<file path="src/rtl/seg_xlate_pkg.sv">
package seg_xlate_pkg;

    localparam int VA_W   = 32;
    localparam int PG_SH  = 13;
    localparam int EC_W   = 5;
    localparam int VPN_W  = VA_W - PG_SH;

    typedef enum logic [2:0] {
        SG_USEG  = 3'd0,
        SG_KDIR0 = 3'd1,
        SG_KDIR1 = 3'd2,
        SG_SMAP  = 3'd3,
        SG_KMAP  = 3'd4
    } seg_e;

    typedef enum logic [1:0] {
        TR_HIT   = 2'b00,
        TR_MISS  = 2'b01,
        TR_INVAL = 2'b10,
        TR_MOD   = 2'b11
    } tlbres_e;

    localparam logic [EC_W-1:0] EC_NONE = 5'd0;
    localparam logic [EC_W-1:0] EC_MOD  = 5'd1;
    localparam logic [EC_W-1:0] EC_TLBL = 5'd2;
    localparam logic [EC_W-1:0] EC_TLBS = 5'd3;
    localparam logic [EC_W-1:0] EC_ADEL = 5'd4;
    localparam logic [EC_W-1:0] EC_ADES = 5'd5;

    localparam logic [VA_W-1:0] K0_BASE = 32'h8000_0000;
    localparam logic [VA_W-1:0] K1_BASE = 32'hA000_0000;

    typedef struct packed {
        seg_e            seg;
        logic            ok;
        logic            mapped;
        logic [VA_W-1:0] dpa;
    } cls_t;

    typedef struct packed {
        logic            fault;
        logic            refill;
        logic [EC_W-1:0] code;
        logic [VA_W-1:0] pa;
    } res_t;

    function automatic logic md_user(input logic [1:0] m);
        return m == 2'b10;
    endfunction

    function automatic logic md_super(input logic [1:0] m);
        return m == 2'b01;
    endfunction

    function automatic logic md_kernel(input logic [1:0] m);
        return !md_user(m) && !md_super(m);
    endfunction

    function automatic seg_e seg_of(input logic [VA_W-1:0] a);
        seg_e s;
        case (a[VA_W-1 -: 3])
            3'b100:  s = SG_KDIR0;
            3'b101:  s = SG_KDIR1;
            3'b110:  s = SG_SMAP;
            3'b111:  s = SG_KMAP;
            default: s = SG_USEG;
        endcase
        return s;
    endfunction

endpackage

</file>
<file path="src/rtl/seg_classify.sv">
module seg_classify
    import seg_xlate_pkg::*;
(
    input  logic [VA_W-1:0] va,
    input  logic [1:0]      mode,
    input  logic            err_lvl,
    output cls_t            cls
);
    seg_e seg;
    logic kern;
    logic supv;

    always_comb begin
        seg  = seg_of(va);
        kern = md_kernel(mode);
        supv = md_super(mode);
        cls.seg    = seg;
        cls.ok     = 1'b0;
        cls.mapped = 1'b0;
        cls.dpa    = '0;
        case (seg)
            SG_USEG: begin
                cls.ok     = 1'b1;
                cls.mapped = !err_lvl;
                cls.dpa    = err_lvl ? va : '0;
            end
            SG_KDIR0: begin
                cls.ok  = kern;
                cls.dpa = va - K0_BASE;
            end
            SG_KDIR1: begin
                cls.ok  = kern;
                cls.dpa = va - K1_BASE;
            end
            SG_SMAP: begin
                cls.ok     = kern || supv;
                cls.mapped = 1'b1;
            end
            default: begin
                cls.ok     = kern;
                cls.mapped = 1'b1;
            end
        endcase
    end
endmodule

</file>
<file path="src/rtl/fault_encode.sv">
module fault_encode
    import seg_xlate_pkg::*;
(
    input  cls_t            cls,
    input  logic            is_write,
    input  logic [1:0]      tlb_res,
    input  logic [VA_W-1:0] tlb_pa,
    output res_t            res
);
    tlbres_e tr;

    always_comb begin
        tr         = tlbres_e'(tlb_res);
        res.fault  = 1'b0;
        res.refill = 1'b0;
        res.code   = EC_NONE;
        res.pa     = '0;
        if (!cls.ok) begin
            res.fault = 1'b1;
            res.code  = is_write ? EC_ADES : EC_ADEL;
        end else if (!cls.mapped) begin
            res.pa = cls.dpa;
        end else begin
            case (tr)
                TR_HIT: res.pa = tlb_pa;
                TR_MISS: begin
                    res.fault  = 1'b1;
                    res.refill = 1'b1;
                    res.code   = is_write ? EC_TLBS : EC_TLBL;
                end
                TR_INVAL: begin
                    res.fault = 1'b1;
                    res.code  = is_write ? EC_TLBS : EC_TLBL;
                end
                default: begin
                    res.fault = 1'b1;
                    res.code  = EC_MOD;
                end
            endcase
        end
    end
endmodule

</file>
<file path="src/rtl/fault_regs.sv">
module fault_regs
    import seg_xlate_pkg::*;
#(
    parameter int              ASID_W    = 8,
    parameter logic [VA_W-1:0] CTX_INIT  = 32'h0,
    parameter logic [ASID_W-1:0] ASID_INIT = '0
) (
    input  logic            clk,
    input  logic            rst,
    input  logic            fault,
    input  logic [VA_W-1:0] va,
    output logic [VA_W-1:0] bad_q,
    output logic [VA_W-1:0] ctx_q,
    output logic [VA_W-1:0] ehi_q
);
    localparam int CTX_LO  = 4;
    localparam int CTX_HI  = CTX_LO + VPN_W;
    localparam int EHI_GAP = PG_SH - ASID_W;

    logic [VA_W-1:0] ctx_d;
    logic [VA_W-1:0] ehi_d;

    always_comb begin
        ctx_d = {ctx_q[VA_W-1:CTX_HI], va[VA_W-1:PG_SH], {CTX_LO{1'b0}}};
        ehi_d = {va[VA_W-1:PG_SH], {EHI_GAP{1'b0}}, ehi_q[ASID_W-1:0]};
    end

    always_ff @(posedge clk) begin
        if (rst) begin
            bad_q <= '0;
            ctx_q <= {CTX_INIT[VA_W-1:CTX_HI], {CTX_HI{1'b0}}};
            ehi_q <= {{(VA_W-ASID_W){1'b0}}, ASID_INIT};
        end else if (fault) begin
            bad_q <= va;
            ctx_q <= ctx_d;
            ehi_q <= ehi_d;
        end
    end
endmodule

</file>
<file path="src/rtl/seg_xlate_top.sv">
module seg_xlate_top
    import seg_xlate_pkg::*;
#(
    parameter int                ASID_W    = 8,
    parameter logic [31:0]       CTX_INIT  = 32'hB680_0000,
    parameter logic [ASID_W-1:0] ASID_INIT = 8'h5A
) (
    input  logic        clk,
    input  logic        rst,
    input  logic [31:0] va,
    input  logic        is_write,
    input  logic [1:0]  mode,
    input  logic        err_lvl,
    input  logic [1:0]  tlb_res,
    input  logic [31:0] tlb_pa,
    output logic        tlb_req,
    output logic [31:0] pa,
    output logic        fault,
    output logic [4:0]  exc_code,
    output logic        refill,
    output logic [31:0] badaddr_q,
    output logic [31:0] context_q,
    output logic [31:0] entryhi_q
);
    cls_t cls;
    res_t res;

    seg_classify u_cls (
        .va      (va),
        .mode    (mode),
        .err_lvl (err_lvl),
        .cls     (cls)
    );

    fault_encode u_enc (
        .cls      (cls),
        .is_write (is_write),
        .tlb_res  (tlb_res),
        .tlb_pa   (tlb_pa),
        .res      (res)
    );

    fault_regs #(
        .ASID_W    (ASID_W),
        .CTX_INIT  (CTX_INIT),
        .ASID_INIT (ASID_INIT)
    ) u_regs (
        .clk   (clk),
        .rst   (rst),
        .fault (res.fault),
        .va    (va),
        .bad_q (badaddr_q),
        .ctx_q (context_q),
        .ehi_q (entryhi_q)
    );

    assign tlb_req  = cls.ok && cls.mapped;
    assign pa       = res.pa;
    assign fault    = res.fault;
    assign exc_code = res.code;
    assign refill   = res.refill;
endmodule

</file>
<file path="config.mk">
export PLATFORM = sky130hd
export DESIGN_NAME = seg_xlate_top
export DESIGN_NICKNAME = d
export VERILOG_FILES = /design/src/rtl/seg_xlate_pkg.sv /design/src/rtl/seg_classify.sv /design/src/rtl/fault_encode.sv /design/src/rtl/fault_regs.sv /design/src/rtl/seg_xlate_top.sv
export SDC_FILE = /design/constraint.sdc
export NUM_CORES = 1
export LEC_CHECK = 0
export BUFFER_PORTS_ARGS = -buffer_cell sky130_fd_sc_hd__buf_4
export CAP_MARGIN = 20
export CORE_UTILIZATION = 38
export CTS_CLUSTER_DIAMETER = 100
export CTS_CLUSTER_SIZE = 10
export DETAILED_ROUTE_END_ITERATION = 10
export MAX_ROUTING_LAYER = met4
export PLACE_DENSITY = 0.79
export REMOVE_ABC_BUFFERS = 1
export SLEW_MARGIN = 15
export SYNTH_ARGS = -nofsm -noshare
export SYNTH_HDL_FRONTEND = slang
export SYNTH_HIERARCHICAL = 1
export SYNTH_SLANG_ARGS = --single-unit
</file>
<file path="constraint.sdc">
create_clock -name clk -period 2.39 [get_ports clk]
set_input_delay 0.478 -clock clk [delete_from_list [all_inputs] [get_ports clk]]
set_output_delay 0.478 -clock clk [all_outputs]
set_load 0.1 [all_outputs]
</file>
==> impl_metrics.tcl, run 1 <==
set metrics [dict create \
    cts_buffers 5 \
    final_common_cell "buf_4" \
    core_um2 7250 \
    hold_buffers 0 \
    slew_violations 0 \
    drive_gt1_share_pct 63.9 \
    crit_end "pa[18]" \
    largest_register_ffs 32 \
    worst_slack_ns -0.308 \
    cts_tree "yes" \
    num_io_pins 208 \
    die_w_um 88.8 \
    grt_max_degree 33 \
    syn_to_final_growth_pct 97.1 \
    grt_pass1_wl_um 14300 \
    clockBufferDepth 2 \
    vias_per_cell 5.09 \
    hold_path_class "input port to flop" \
    ir_worst_vdd_uv 429 \
    dp_cells 598 \
    path_cells "buf_12 -> inv_8 -> ha_4 -> a211o_1 -> a22oi_4 -> buf_6 -> clkbuf_16 -> and2_4 -> nand2b_4 -> a21oi_4 -> buf_12" \
    worst-path-stages 11 \
    crit_path_start_kind "input port" \
    die_area_um2 7880 \
    htreeDepth 2 \
    netlist_area_um2 2860 \
    internal_power_w 0.00176 \
    multiInputGateArea_um2 2340 \
    antenna_found_initial 0 \
    p_leak_nw 2.68 \
    dieHeight_um 88.8 \
    syn-instance-count 367 \
    fin_crit_sh_pct 113 \
    finalPower_w 0.00386 \
    totalWireLength_um 11400 \
    fillers 429 \
    layout.nets 603 \
    period_needed_ns 2.70 \
    rows 31 \
    fmax_ghz 0.371 \
    diodes 0 \
    clkLatencyLatePin_ns 0.28 \
    reg2reg_from "u_regs/bad_q[15]" \
    via_count 3165 \
    io_buffers 179 \
    drc 0 \
    worstPathArrival_ns 2.22 \
    track_usage_pct 24.8 \
    dp_slack_ns -0.482 \
    r2r_slack_ns 1.65 \
    wl_per_cell_um 18.4 \
    power_switching_w 0.00210 \
    critPathMaxFanout 7 \
    start_util_pct 39.4 \
    grt_overflow 0 \
    cp_slowest_stage_delay_ns 0.32 \
    finalSetupViolCount 38 \
    numClockSinks 32 \
    critPathLaunch "va[30]" \
    antenna_left 0 \
    reg.largest.list "u_regs/bad_q: 32 flops" \
    pwr-share-comb_pct 68.6 \
    cellPowerDensity_nw_per_um2 684 \
    rsz0062_at_grt "yes" \
    worstRegToRegCells 2 \
    crit_family "buffers and inverters" \
    power_frac_clock_pct 15.2 \
    crit-reg2reg-capture "u_regs/bad_q[15]" \
    crit_type "input port to output port" \
    path_clk_slew_ns 0.07 \
    sw_frac_of_total_pct 54.5 \
    ys_warn_count 6 \
    hold_viol_final 0 \
    placed_cell_area_um2 3940 \
    seqPwrFrac_pct 16.2 \
    gp_congestion 0.844 \
    regArea_um2 641 \
    mostFrequentLayoutCells "buf_4, buf_12, nor2_1, mux2i_1" \
    stdcell_count 622 \
    cp_num_buf_inv 5 \
    violations "negative setup slack" \
    worst_path_max_delay_cell "a211o_1" \
    cp_common_cell "buf_12" \
    status "finished with violations" \
    maxCapViolCount 0 \
    finalInstanceArea_um2 5640 \
    drtPass1Iterations 5 \
    syn_area_per_cell_um2 7.79 \
    grt_pass1_vias 2922 \
    cts-root-buf "clkbuf_8" \
    hpwl_um 5850 \
    end_kind "output port" \
    drtIter0Drc 97 \
    max_flop_register "u_regs/bad_q" \
    clock_skew_ns 0 \
    required_ns 1.91 \
]
==> metrics by stage <==
stage	utilization, %	hold WS [ns]	setup TNS, ns
2_1_floorplan	-	0.550	-272.63
6_report	77.7	0.437	-9.17
3_5_place_dp	54.4	0.481	-24.77
5_1_grt	77.7	0.442	-11.36
4_1_cts	68.7	0.435	-8.36
3_3_place_gp	54.4	0.475	-20.81
==> worst min-delay path: cells and delay by family <==
family | cells | cell delay, ns
simple gates | 1 | 0.07
mux | 1 | 0.05
buf+inv | 1 | 0.08
==> worst min-delay path by stage <==
stage / from / to / slack [ns] / depth (start not counted)
2_1_floorplan: rst / u_regs/bad_q[0] / 0.55 / 1
3_3_place_gp: u_regs/bad_q[5] / u_regs/bad_q[5] / 0.47 / 2
3_5_place_dp: u_regs/bad_q[0] / u_regs/bad_q[0] / 0.48 / 2
4_1_cts: va[5] / u_regs/bad_q[5] / 0.43 / 3
5_1_grt: va[18] / u_regs/bad_q[18] / 0.44 / 3
6_report: va[7] / u_regs/bad_q[7] / 0.44 / 3
==> area by class of cell <==
type / instances / area share, %
clock buffer: 7 / 1.71
clock inverter: 1 / 0.533
inverter: 10 / 1.07
multi-input combinational: 256 / 41.5
sequential: 32 / 11.4
tap: 99 / 2.20
timing repair buffer: 217 / 41.7
==> layer usage <==
metal	global-route usage [%]	vias to the layer above	share of wire (%)
li1	-	1424	-
met1	26.1	1501	35
met2	46.5	201	55
met3	4.10	39	6.1
met4	8.36	0	3.7
met5	-	-	0
==> power by group through the flow <==
stage / registers, W / clock network, W / logic [W]
global placement: 0.000631 / 0 / 0.00210
global route: 0.000630 / 0.000615 / 0.00272
finish: 0.000624 / 0.000585 / 0.00265
floorplan: 0.00137 / 0 / 0.000922
detailed placement: 0.000632 / 0 / 0.00211
CTS: 0.000622 / 0.000587 / 0.00240
==> timing repair <==
action,in CTS,in global routing
endpoints found under the setup margin,38,39
pin swaps,21,55
buffers inserted,8,2
resized for setup,182,105
gates cloned,4,2
No activity file was read; power rests on OpenSTA's default activity.
==> run 2, diff against run 1 <==
==> constraint.sdc (replaced) <==
create_clock -name clk -period 2.39 [get_ports clk]
set_input_delay 0.717 -clock clk [delete_from_list [all_inputs] [get_ports clk]]
set_output_delay 0.717 -clock clk [all_outputs]
set_load 0.1 [all_outputs]
==> impl_metrics.tcl, run 2 (synthesis gave the netlist of run 1 again) <==
set metrics [dict create \
    vias_per_cell 4.89 \
    end_kind "output port" \
    fin_setup_tns_ns -35.91 \
    antenna_left 0 \
    clkLatencyLatePin_ns 0.28 \
    hold_buffers 0 \
    fin_hold_ws_ns 0.501 \
    max_flop_register "u_regs/bad_q" \
    diodes 0 \
    status "finished with violations" \
    final_common_cell "buf_4" \
    required_ns 1.67 \
    mostFrequentLayoutCells "buf_4, buf_12, nor2_1, mux2i_1, dfxtp_1" \
    maxCapViolCount 0 \
    crit_type "input port to output port" \
    grt_pass1_wl_um 14400 \
    crit_path_start_kind "input port" \
    path_clk_slew_ns 0.07 \
    clockBufferDepth 2 \
    clock_skew_ns 0 \
    critPathMaxFanout 8 \
    hold_viol_final 0 \
    grt_pass1_vias 2947 \
    die_area_um2 7880 \
    gp_congestion 0.815 \
    period_needed_ns 3.24 \
    path_cells "buf_12 -> inv_6 -> ha_4 -> a211o_1 -> a22oi_4 -> clkinv_4 -> buf_12 -> buf_16 -> buf_12 -> nand3_1 -> a21oi_2 -> buf_12" \
    drtIter0Drc 97 \
    wl_per_cell_um 17.2 \
    hold_path_class "flop to flop" \
    drc 0 \
    cts_buffers 5 \
    die_w_um 88.8 \
    crit_family "buffers and inverters" \
    grt_max_degree 33 \
    core_um2 7250 \
    track_usage_pct 24.8 \
    dp_slack_ns -0.976 \
    htreeDepth 2 \
    cp_num_buf_inv 7 \
    cp_common_cell "buf_12" \
    rsz0062_at_grt "yes" \
    num_io_pins 208 \
    start_util_pct 39.4 \
    ir_worst_vdd_uv 477 \
    p_leak_nw 2.63 \
    slew_violations 0 \
    worst_path_max_delay_cell "a211o_1" \
    worstPathArrival_ns 2.52 \
    hpwl_um 5810 \
    final_util_pct 77.9 \
    largest_register_ffs 32 \
    cts-root-buf "clkbuf_8" \
    cp_slowest_stage_delay_ns 0.32 \
    reg.largest.list "u_regs/bad_q: 32 flops" \
    finalSetupViolCount 70 \
    layout.nets 617 \
    cts_tree "yes" \
    worst_slack_ns -0.851 \
    fin_crit_sh_pct 136 \
    drive_gt1_share_pct 62.9 \
    io_buffers 179 \
    antenna_found_initial 0 \
    violations "negative setup slack" \
    syn_to_final_growth_pct 97.6 \
    dieHeight_um 88.8 \
    rows 31 \
    fmax_ghz 0.309 \
    dp_cells 605 \
    numClockSinks 32 \
    totalWireLength_um 10900 \
    cellPowerDensity_nw_per_um2 680 \
    grt_overflow 0 \
    stdcell_count 636 \
    via_count 3107 \
    drtPass1Iterations 4 \
    relSlewSlack_pct 67.2 \
    tightestPinTransition_ns 0.485 \
]
-- run 2: final cells by class --
cell class | instances | area, um2
fill | 445 | 1600
sequential | 32 | 641
inverter | 10 | 55.1
timing repair buffer | 231 | 2520
tap | 99 | 124
multi-input combinational | 256 | 2190
clock buffer | 7 | 96.3
clock inverter | 1 | 30.0
-- run 2: path summary, 6_finish.rpt --
kind,start,endpoint,slack (ns),cells after the start
hold / removal,u_regs/bad_q[6],u_regs/bad_q[6],0.50,2
hold reg to reg,u_regs/bad_q[6],u_regs/bad_q[6],0.50,2
setup reg to reg,u_regs/bad_q[30],u_regs/bad_q[30],1.63,2
setup / recovery,va[29],pa[4],-0.85,12
-- run 2: through the flow --
step | cell area, um2 | power [W]
global placement | 4010 | 0.00274
finish | 5650 | 0.00384
global route | 5650 | 0.00395
detailed placement | 4010 | 0.00275
floorplan | 2250 | 0.00229
CTS | 5100 | 0.00368
-- run 2: worst register-to-register path, stage by stage (launching register included) --
cell     delay, ns
dfxtp_1       0.35
mux2i_1       0.19
nor2_1        0.09
-- run 2: metal layers --
layer	part of all wire, %	up-vias	GRT usage (%)
li1	-	1452	-
met1	39	1484	27.1
met2	55	153	46.6
met3	4.8	18	3.26
met4	1.5	0	6.89
met5	0	-	-
-- run 2: timing repair --
| item | in CTS | in global routing |
|---|---|---|
| setup endpoints to repair | 70 | 70 |
| gates resized for setup | 160 | 110 |
| setup buffers | 15 | 3 |
| pin swaps | 13 | 14 |
| cloned | 8 | 1 |
-- run 2: where the power goes --
part	leakage, nW	switching (W)	total [W]	internal [W]
logic	2.30	0.00183	0.00264	0.000805
registers	0.264	0.0000426	0.000623	0.000581
clock network	0.0645	0.000214	0.000583	0.000368
total	2.63	0.00209	0.00384	0.00175
